==> config.mk <==
export PLATFORM = sky130hd
export DESIGN_NAME = dram_refresh_sched
export DESIGN_NICKNAME = d
export VERILOG_FILES = /design/src/rtl/dram_rfsh_pkg.sv /design/src/rtl/dram_cbr_wave.sv /design/src/rtl/dram_rfsh_timer.sv /design/src/rtl/dram_rfsh_init.sv /design/src/rtl/dram_refresh_sched.sv
export SDC_FILE = /design/constraint.sdc
export NUM_CORES = 1
export LEC_CHECK = 0
export CORE_ASPECT_RATIO = 1.1
export CORE_MARGIN = 2
export CORE_UTILIZATION = 35
export CTS_CLUSTER_DIAMETER = 50
export DETAILED_ROUTE_END_ITERATION = 7
export PLACE_DENSITY = 0.58
export REMOVE_ABC_BUFFERS = 1
export SLEW_MARGIN = 20
export SYNTH_ARGS = -nofsm -noshare
export SYNTH_HDL_FRONTEND = slang
export SYNTH_HIERARCHICAL = 1
export SYNTH_SLANG_ARGS = --single-unit
==> constraint.sdc <==
create_clock -name clk_i -period 3.4 [get_ports clk_i]
set_input_delay 0.68 -clock clk_i [delete_from_list [all_inputs] [get_ports clk_i]]
set_output_delay 0.68 -clock clk_i [all_outputs]
set_load 0.02 [all_outputs]
==> src/rtl/dram_rfsh_pkg.sv <==
package dram_rfsh_pkg;

  typedef enum logic [1:0] {PH_PAUSE, PH_INIT, PH_RUN} phase_e;
  typedef enum logic [2:0] {WV_IDLE, WV_PRE, WV_CSR, WV_LOW, WV_RP} wave_e;
  typedef enum logic [1:0] {OWN_IDLE, OWN_RFSH, OWN_ACC} owner_e;

  function automatic int imax(int a, int b);
    return (a > b) ? a : b;
  endfunction

  // round a ns minimum up to whole clock cycles, never below one
  function automatic int ns_to_cyc(int ns, int clk_ps);
    int c;
    c = (ns * 1000 + clk_ps - 1) / clk_ps;
    return (c < 1) ? 1 : c;
  endfunction

  // per-row spacing, rounded down so refresh is never late
  function automatic int rfsh_interval_cyc(int ret_us, int rows, int clk_ps);
    int c;
    c = ((ret_us * 1000) / rows) * 1000 / clk_ps;
    return (c < 2) ? 2 : c;
  endfunction

  function automatic int pause_cyc(int us, int clk_ps);
    int c;
    c = (us * 1000000 + clk_ps - 1) / clk_ps;
    return (c < 1) ? 1 : c;
  endfunction

endpackage

==> src/rtl/dram_cbr_wave.sv <==
module dram_cbr_wave
  import dram_rfsh_pkg::*;
#(
  parameter int N_RPC = 1,
  parameter int N_CSR = 2,
  parameter int N_RAS = 7,
  parameter int N_RP  = 4
) (
  input  logic clk_i,
  input  logic rst_ni,
  input  logic start_i,
  output logic busy_o,
  output logic done_o,
  output logic ras_n_o,
  output logic cas_n_o
);

  localparam int NMAX = imax(imax(N_RPC, N_CSR), imax(N_RAS, N_RP));
  localparam int CW   = $clog2(NMAX + 1);
  localparam int LW   = $clog2(N_RAS + 2);

  wave_e           state_q;
  wave_e           state_nxt;
  logic [CW-1:0]   cnt_q;
  logic [CW-1:0]   last;

  always_comb begin
    last      = '0;
    state_nxt = WV_IDLE;
    unique case (state_q)
      WV_PRE:  begin last = CW'(N_RPC - 1); state_nxt = WV_CSR; end
      WV_CSR:  begin last = CW'(N_CSR - 1); state_nxt = WV_LOW; end
      WV_LOW:  begin last = CW'(N_RAS - 1); state_nxt = WV_RP;  end
      WV_RP:   begin last = CW'(N_RP - 1);  state_nxt = WV_IDLE; end
      default: begin last = '0;             state_nxt = WV_IDLE; end
    endcase
  end

  always_ff @(posedge clk_i or negedge rst_ni) begin
    if (!rst_ni) begin
      state_q <= WV_IDLE;
      cnt_q   <= '0;
    end else if (state_q == WV_IDLE) begin
      if (start_i) begin
        state_q <= WV_PRE;
        cnt_q   <= '0;
      end
    end else if (cnt_q == last) begin
      state_q <= state_nxt;
      cnt_q   <= '0;
    end else begin
      cnt_q <= cnt_q + 1'b1;
    end
  end

  assign busy_o  = (state_q != WV_IDLE);
  assign done_o  = (state_q == WV_RP) && (cnt_q == last);
  assign ras_n_o = (state_q != WV_LOW);
  assign cas_n_o = !((state_q == WV_CSR) || (state_q == WV_LOW));

  // length of the current RAS-low run, for the width check
  logic [LW-1:0] low_run_q;
  always_ff @(posedge clk_i or negedge rst_ni) begin
    if (!rst_ni)                          low_run_q <= '0;
    else if (ras_n_o)                     low_run_q <= '0;
    else if (low_run_q != {LW{1'b1}})     low_run_q <= low_run_q + 1'b1;
  end

  p_cas_first_r3: assert property (@(posedge clk_i) disable iff (!rst_ni)
    $fell(ras_n_o) |-> $past(!cas_n_o))
    else $error("RAS fell without CAS already low");

  p_ras_min_low_r3: assert property (@(posedge clk_i) disable iff (!rst_ni)
    $rose(ras_n_o) |-> (low_run_q >= LW'(N_RAS)))
    else $error("RAS low time too short");

  p_start_idle_r3: assert property (@(posedge clk_i) disable iff (!rst_ni)
    start_i |-> !busy_o)
    else $error("refresh started while one is running");

endmodule

==> src/rtl/dram_rfsh_timer.sv <==
module dram_rfsh_timer #(
  parameter int INTERVAL    = 1953,
  parameter int BACKLOG_MAX = 8
) (
  input  logic clk_i,
  input  logic rst_ni,
  input  logic run_i,
  input  logic take_i,
  output logic owed_o
);

  localparam int TW = $clog2(INTERVAL + 1);
  localparam int BW = $clog2(BACKLOG_MAX + 1);

  logic [TW-1:0] tcnt_q;
  logic [BW-1:0] back_q;
  logic          tick;
  logic [BW:0]   sum;

  assign tick = run_i && (tcnt_q == TW'(INTERVAL - 1));

  always_ff @(posedge clk_i or negedge rst_ni) begin
    if (!rst_ni)      tcnt_q <= '0;
    else if (!run_i)  tcnt_q <= '0;
    else if (tick)    tcnt_q <= '0;
    else              tcnt_q <= tcnt_q + 1'b1;
  end

  always_comb begin
    sum = {1'b0, back_q} + (BW+1)'(tick) - (BW+1)'(take_i);
  end

  always_ff @(posedge clk_i or negedge rst_ni) begin
    if (!rst_ni)                              back_q <= '0;
    else if (!run_i)                          back_q <= '0;
    else if (sum > (BW+1)'(BACKLOG_MAX))      back_q <= BW'(BACKLOG_MAX);
    else                                      back_q <= sum[BW-1:0];
  end

  assign owed_o = (back_q != '0);

  p_backlog_bound_r6: assert property (@(posedge clk_i) disable iff (!rst_ni)
    back_q <= BW'(BACKLOG_MAX))
    else $error("backlog above limit");

  p_backlog_step_r5: assert property (@(posedge clk_i) disable iff (!rst_ni)
    (run_i && tick && !take_i && back_q < BW'(BACKLOG_MAX)) |=> (back_q == $past(back_q) + 1'b1))
    else $error("elapsed interval not recorded");

  p_take_owed_r6: assert property (@(posedge clk_i) disable iff (!rst_ni)
    take_i |-> owed_o)
    else $error("refresh taken with empty backlog");

endmodule

==> src/rtl/dram_rfsh_init.sv <==
module dram_rfsh_init
  import dram_rfsh_pkg::*;
#(
  parameter int PWR_CYC = 25000,
  parameter int INIT_N  = 8
) (
  input  logic   clk_i,
  input  logic   rst_ni,
  input  logic   rfsh_done_i,
  output phase_e phase_o
);

  localparam int PW = $clog2(PWR_CYC + 1);
  localparam int IW = $clog2(INIT_N + 1);

  logic [PW-1:0] pcnt_q;
  logic [IW-1:0] icnt_q;

  always_ff @(posedge clk_i or negedge rst_ni) begin
    if (!rst_ni) begin
      phase_o <= PH_PAUSE;
      pcnt_q  <= '0;
      icnt_q  <= '0;
    end else begin
      unique case (phase_o)
        PH_PAUSE: begin
          if (pcnt_q == PW'(PWR_CYC - 1)) phase_o <= PH_INIT;
          else                            pcnt_q  <= pcnt_q + 1'b1;
        end
        PH_INIT: begin
          if (rfsh_done_i) begin
            if (icnt_q == IW'(INIT_N - 1)) phase_o <= PH_RUN;
            icnt_q <= icnt_q + 1'b1;
          end
        end
        PH_RUN:  phase_o <= PH_RUN;
        default: phase_o <= PH_PAUSE;
      endcase
    end
  end

  p_ready_sticky_r2: assert property (@(posedge clk_i) disable iff (!rst_ni)
    (phase_o == PH_RUN) |=> (phase_o == PH_RUN))
    else $error("ready dropped");

  p_ready_after_done_r2: assert property (@(posedge clk_i) disable iff (!rst_ni)
    (phase_o == PH_RUN && $past(phase_o) == PH_INIT) |-> $past(rfsh_done_i))
    else $error("ready without a completed refresh");

endmodule

==> src/rtl/dram_refresh_sched.sv <==
module dram_refresh_sched
  import dram_rfsh_pkg::*;
#(
  parameter int CLK_PS         = 8000,
  parameter int ROWS           = 4096,
  parameter int RETENTION_US   = 64000,
  parameter int POWERUP_US     = 200,
  parameter int INIT_REFRESHES = 8,
  parameter int BACKLOG_MAX    = 8,
  parameter int T_RPC_NS       = 3,
  parameter int T_CSR_NS       = 10,
  parameter int T_WRP_NS       = 15,
  parameter int T_RAS_NS       = 50,
  parameter int T_RP_NS        = 30
) (
  input  logic clk_i,
  input  logic rst_ni,
  input  logic acc_req_i,
  input  logic acc_ras_n_i,
  input  logic acc_cas_n_i,
  input  logic acc_we_n_i,
  output logic acc_grant_o,
  output logic ready_o,
  output logic ras_n_o,
  output logic cas_n_o,
  output logic we_n_o
);

  localparam int N_RPC    = ns_to_cyc(T_RPC_NS, CLK_PS);
  // W goes high when ownership starts, so the lead-in must also cover tWRP
  localparam int N_CSR    = imax(ns_to_cyc(T_CSR_NS, CLK_PS),
                                 ns_to_cyc(T_WRP_NS, CLK_PS) - N_RPC);
  localparam int N_RAS    = ns_to_cyc(T_RAS_NS, CLK_PS);
  localparam int N_RP     = ns_to_cyc(T_RP_NS, CLK_PS);
  localparam int INTERVAL = rfsh_interval_cyc(RETENTION_US, ROWS, CLK_PS);
  localparam int PWR_CYC  = pause_cyc(POWERUP_US, CLK_PS);

  phase_e phase;
  owner_e own_q;
  logic   owed;
  logic   start;
  logic   w_busy;
  logic   w_done;
  logic   w_ras_n;
  logic   w_cas_n;

  assign start = (own_q == OWN_IDLE) &&
                 ((phase == PH_INIT) || ((phase == PH_RUN) && owed));

  dram_rfsh_init #(
    .PWR_CYC (PWR_CYC),
    .INIT_N  (INIT_REFRESHES)
  ) u_init (
    .clk_i       (clk_i),
    .rst_ni      (rst_ni),
    .rfsh_done_i (w_done),
    .phase_o     (phase)
  );

  dram_rfsh_timer #(
    .INTERVAL    (INTERVAL),
    .BACKLOG_MAX (BACKLOG_MAX)
  ) u_timer (
    .clk_i  (clk_i),
    .rst_ni (rst_ni),
    .run_i  (phase == PH_RUN),
    .take_i (start && (phase == PH_RUN)),
    .owed_o (owed)
  );

  dram_cbr_wave #(
    .N_RPC (N_RPC),
    .N_CSR (N_CSR),
    .N_RAS (N_RAS),
    .N_RP  (N_RP)
  ) u_wave (
    .clk_i   (clk_i),
    .rst_ni  (rst_ni),
    .start_i (start),
    .busy_o  (w_busy),
    .done_o  (w_done),
    .ras_n_o (w_ras_n),
    .cas_n_o (w_cas_n)
  );

  // strobe ownership: refresh wins whenever the strobes are free
  always_ff @(posedge clk_i or negedge rst_ni) begin
    if (!rst_ni) begin
      own_q <= OWN_IDLE;
    end else begin
      unique case (own_q)
        OWN_IDLE: begin
          if (start)                               own_q <= OWN_RFSH;
          else if (phase == PH_RUN && acc_req_i)   own_q <= OWN_ACC;
        end
        OWN_RFSH: if (w_done)     own_q <= OWN_IDLE;
        OWN_ACC:  if (!acc_req_i) own_q <= OWN_IDLE;
        default:                  own_q <= OWN_IDLE;
      endcase
    end
  end

  assign acc_grant_o = (own_q == OWN_ACC);
  assign ready_o     = (phase == PH_RUN);

  always_comb begin
    if (own_q == OWN_ACC) begin
      ras_n_o = acc_ras_n_i;
      cas_n_o = acc_cas_n_i;
      we_n_o  = acc_we_n_i;
    end else begin
      ras_n_o = w_ras_n;
      cas_n_o = w_cas_n;
      we_n_o  = 1'b1;
    end
  end

  p_pause_quiet_r1: assert property (@(posedge clk_i) disable iff (!rst_ni)
    (phase == PH_PAUSE) |-> (ras_n_o && cas_n_o && we_n_o && !acc_grant_o))
    else $error("strobes active during pause");

  p_no_grant_early_r2: assert property (@(posedge clk_i) disable iff (!rst_ni)
    !ready_o |-> !acc_grant_o)
    else $error("grant before ready");

  p_we_high_r4: assert property (@(posedge clk_i) disable iff (!rst_ni)
    (w_busy && !acc_grant_o) |-> we_n_o)
    else $error("W low during refresh");

  p_rfsh_first_r7: assert property (@(posedge clk_i) disable iff (!rst_ni)
    (own_q == OWN_IDLE && ready_o && owed && acc_req_i) |=> !acc_grant_o)
    else $error("grant given while refresh owed");

  p_hold_grant_r9: assert property (@(posedge clk_i) disable iff (!rst_ni)
    (acc_grant_o && acc_req_i) |=> acc_grant_o)
    else $error("grant revoked under request");

  p_grant_excl_r8: assert property (@(posedge clk_i) disable iff (!rst_ni)
    acc_grant_o |-> !w_busy)
    else $error("grant overlaps refresh");

endmodule

==> qor.yml, run 1 <==
outcome:
  status: "finished clean"
floorplanning:
  initial_utilization_pct: 36.53
  die_width_um: 86
  dieArea_um2: 8101
  pin_count: 11
  rows: 32
  die_height_um: 94.20
  core_region_area_um2: 7087
min_path:
  hold_path_class: "in -> async"
clocking:
  postCtsSetupRepairBufs: 0
  numCtsBuffers: 5
  clock_path_buffers: 2
  ctsHoldBuffers: 0
  tritoncts: "done"
  cts.sinks: 44
  clockRootBuffer: "clkbuf_8"
  cts_resized: 0
  h-tree-depth: 2
  clk_latency_ps: 300
  clk_pin_slew_ps: 80
synthesis:
  yosysTopAreaCellShare_pct: 42.53
  synth-compound-area-share_pct: 10.44
  ys_async_sr_fraction_pct: 100.0
  ys_types: 52
  yosys_register_bits: 44
  ys_warn_count: 6
  synth_top_family_by_area: "simple AND/OR/NAND/NOR gates"
  synthCells: 259
  synth_adder_area_share_pct: 7.057
  muxShareOfSynthArea_pct: 2.175
  synthTopCellsByArea: "dfrtp_1 43%, ha_1 6.3%, xnor2_1 5.8%"
  syn_avg_cell_area_um2: 9.995
  synth_ff_type: "dfrtp_1"
  synth_seq_area_share_pct: 42.53
  synthSimpleGateAreaFrac_pct: 23.68
  synth_area_um2: 2589
  yosys.area_share.xor_xnor_pct: 9.473
  yosysTopAreaCell: "dfrtp_1"
  synth_edf_count: 0
route:
  vias: 1827
  post_drt_via_cell_ratio: 5.103
  wl_um: 4381
  drtAntennaViolNets: 0
  wl_per_cell_um: 12.24
  dr.pass1.iters: 4
  drc: 0
  dr.first_iter.drc_count: 93
final_layout:
  drive_above_1_share_pct: 10.26
  n_antenna_cell: 0
  final_util_pct: 40.36
  layout-area-overhead-vs-synth_pct: 10.49
  final_nets: 292
timing:
  rsz0062_at_grt: "false"
  setup_viol: 0
  final-hold-violation-count: 0
  layout_worst_path_cycle_share_pct: 89.70
  worst_slew_pin_slew_ps: 571.3
  period_needed_ps: 3050
  max_freq_mhz: 327.9
  setup_tns_ps: 0
  relSlewSlack_pct: 61.91
  final_max_slew_viol_count: 0
  skew_ps: 12.01
worst_setup_path:
  end_kind: "flop"
  reg2reg_to: "u_timer/back_q[0]$_DFF_PN0_"
  cp_data_required_time_ps: 3610
  startpoint_type: "flop"
  crit_start: "u_timer/tcnt_q[0]$_DFF_PN0_"
  worstPathArrival_ps: 3260
  ff2ff_path_depth: 13
  worstSetupPathType: "reg -> reg"
  r2r_start: "u_timer/tcnt_q[0]$_DFF_PN0_"
  crit_path_max_fanout: 6
  timing.reg2reg.setup_slack_ps: 350
power:
  leakagePower_nw: 1.232
  power_mw: 0.8873
  vdd_drop_max_mv: 0.1192
  p_per_area_nw_per_um2: 310.2
job:
  cap_violations: 0
global_routing:
  grt_max_degree: 45
  grt_pass1_vias: 1856
  grt_first_pass_wirelength_um: 8031
  grt.overflow.total: 0
  antenna_found_initial: 0
  grt_usage_pct: 12.41
place:
  port_buffers: 10
  hpwlAfterDp_um: 3150
  routabilityCongestion: 0.8098
## worst max-delay path, stage by stage, from the launching register on
cell and delay (ps):
dfrtp_1 440, inv_1 80, ha_1 140, nand4b_1 90, nor4_1 290, nand2_1 100
ha_1 280, inv_1 40, ha_1 210, fa_1 480, or3_1 380, a21oi_2 150
nor4_2 80, nor3_1 220
## sequential cells by signal, indices dropped and copies added, names as in the netlist
register	count
u_init/icnt_q	4
u_init/phase_o	2
u_wave/cnt_q	3
u_timer/tcnt_q	11
u_init/pcnt_q	15
u_wave/state_q	3
u_timer/back_q	4
own_q	2
## cells in the mapped netlist (3+ instances only)
cell type,number
dfrtp_1,44
nor2_1,29
inv_1,20
nand2_1,20
xnor2_1,17
nand3_1,15
ha_1,13
xor2_1,11
nor3_1,7
a21oi_1,6
nand2b_1,6
nand4_1,5
and3_1,4
nand4b_1,4
or3_1,4
a211oi_1,3
a31oi_1,3
buf_2,3
mux2_4,3
## layout make-up
| type | instances | area, um2 |
|---|---|---|
| multi-input cells | 189 | 1368 |
| flip-flops and latches | 44 | 1101 |
| inverters | 20 | 75.07 |
| repair buffers | 12 | 112.6 |
| well taps | 85 | 106.4 |
| clock inverters | 2 | 15.01 |
| fillers | 725 | 4227 |
| clock buffers | 6 | 82.58 |
## where the power goes
part	switching, mW	leakage, nW	internal [mW]
clock network	0.184	0.0434	0.165
logic	0.0106	0.588	0.00492
registers	0	0.601	0.523
## cell usage in the layout (no fill, tap or decap), types with 2 or more instances in the layout
| master | instances |
|---|---|
| mux2_4 | 3 |
| xor2_1 | 11 |
| nor4_1 | 2 |
| and3_1 | 4 |
| clkbuf_8 | 6 |
| dfrtp_1 | 44 |
| nor4b_1 | 2 |
| a21oi_1 | 6 |
| inv_1 | 20 |
| nand3b_1 | 2 |
| xnor2_1 | 17 |
| a31oi_1 | 3 |
| nor3_1 | 7 |
| clkdlybuf4s50_1 | 9 |
| clkinvlp_4 | 2 |
| o211ai_1 | 2 |
| and2_1 | 2 |
| nand3_1 | 15 |
| nand2b_1 | 6 |
| or3_1 | 4 |
| ha_1 | 13 |
| o21a_1 | 2 |
| nor2_1 | 29 |
| o2111ai_1 | 2 |
| a21boi_0 | 2 |
| nand4_1 | 5 |
| buf_4 | 3 |
| nand2_1 | 20 |
| nand4b_1 | 4 |
| a211oi_1 | 3 |
## worst max path at each step
| stage | endpoint | slack [ps] | cells after the start |
|---|---|---|---|
| floorplan | u_timer/back_q[0]$_DFF_PN0_ | 470 | 10 |
| global placement | u_timer/back_q[2]$_DFF_PN0_ | 480 | 13 |
| detailed placement | u_timer/back_q[0]$_DFF_PN0_ | 380 | 13 |
| CTS | u_timer/back_q[0]$_DFF_PN0_ | 340 | 13 |
| global route | u_timer/back_q[0]$_DFF_PN0_ | 50 | 13 |
| finish | u_timer/back_q[0]$_DFF_PN0_ | 350 | 13 |
## cells by family (layout without fill, tap and decap cells)
logic type	count (synthesis)	in the layout
AOI/OAI and AO/OA	31	31
adders and majority gates	14	14
buffers and inverters	26	40
and+or+nand+nor	112	112
DFF	44	44
xor gates and xnor gates	28	28
muxes	4	4
## metal layers
metal | track usage (%) | vias up | wire (um)
met1 | 15.40 | 879 | 2111
met2 | 20.67 | 20 | 2095
met5 | 0 | - | 0
met3 | 3.163 | 4 | 121
met4 | 4.630 | 0 | 52
li1 | - | 924 | -
## stage by stage
stage	instances	cell area [um2]	setup slack (ps)	hold slack, ps
floorplan	253	2544	469.4	384.4
global placement	350	2760	478.3	448.6
detailed placement	350	2760	383.6	450.5
CTS	358	2858	338.8	466.1
global route	358	2860	52.65	412.3
finish	358	2860	350.0	372.1
Power figures use the tool's default switching activity.
==> inputs of run 2 (changes only) <==
CTS_CLUSTER_DIAMETER = 60   (was 50)
==> results of run 2 <==
No change in the layout: final DEF, timing and power equal those of run 1.
==> inputs of run 3 (changes only) <==
CAP_MARGIN = 20   (was default)
==> results of run 3 <==
No change in the layout: final DEF, timing and power equal those of run 1.
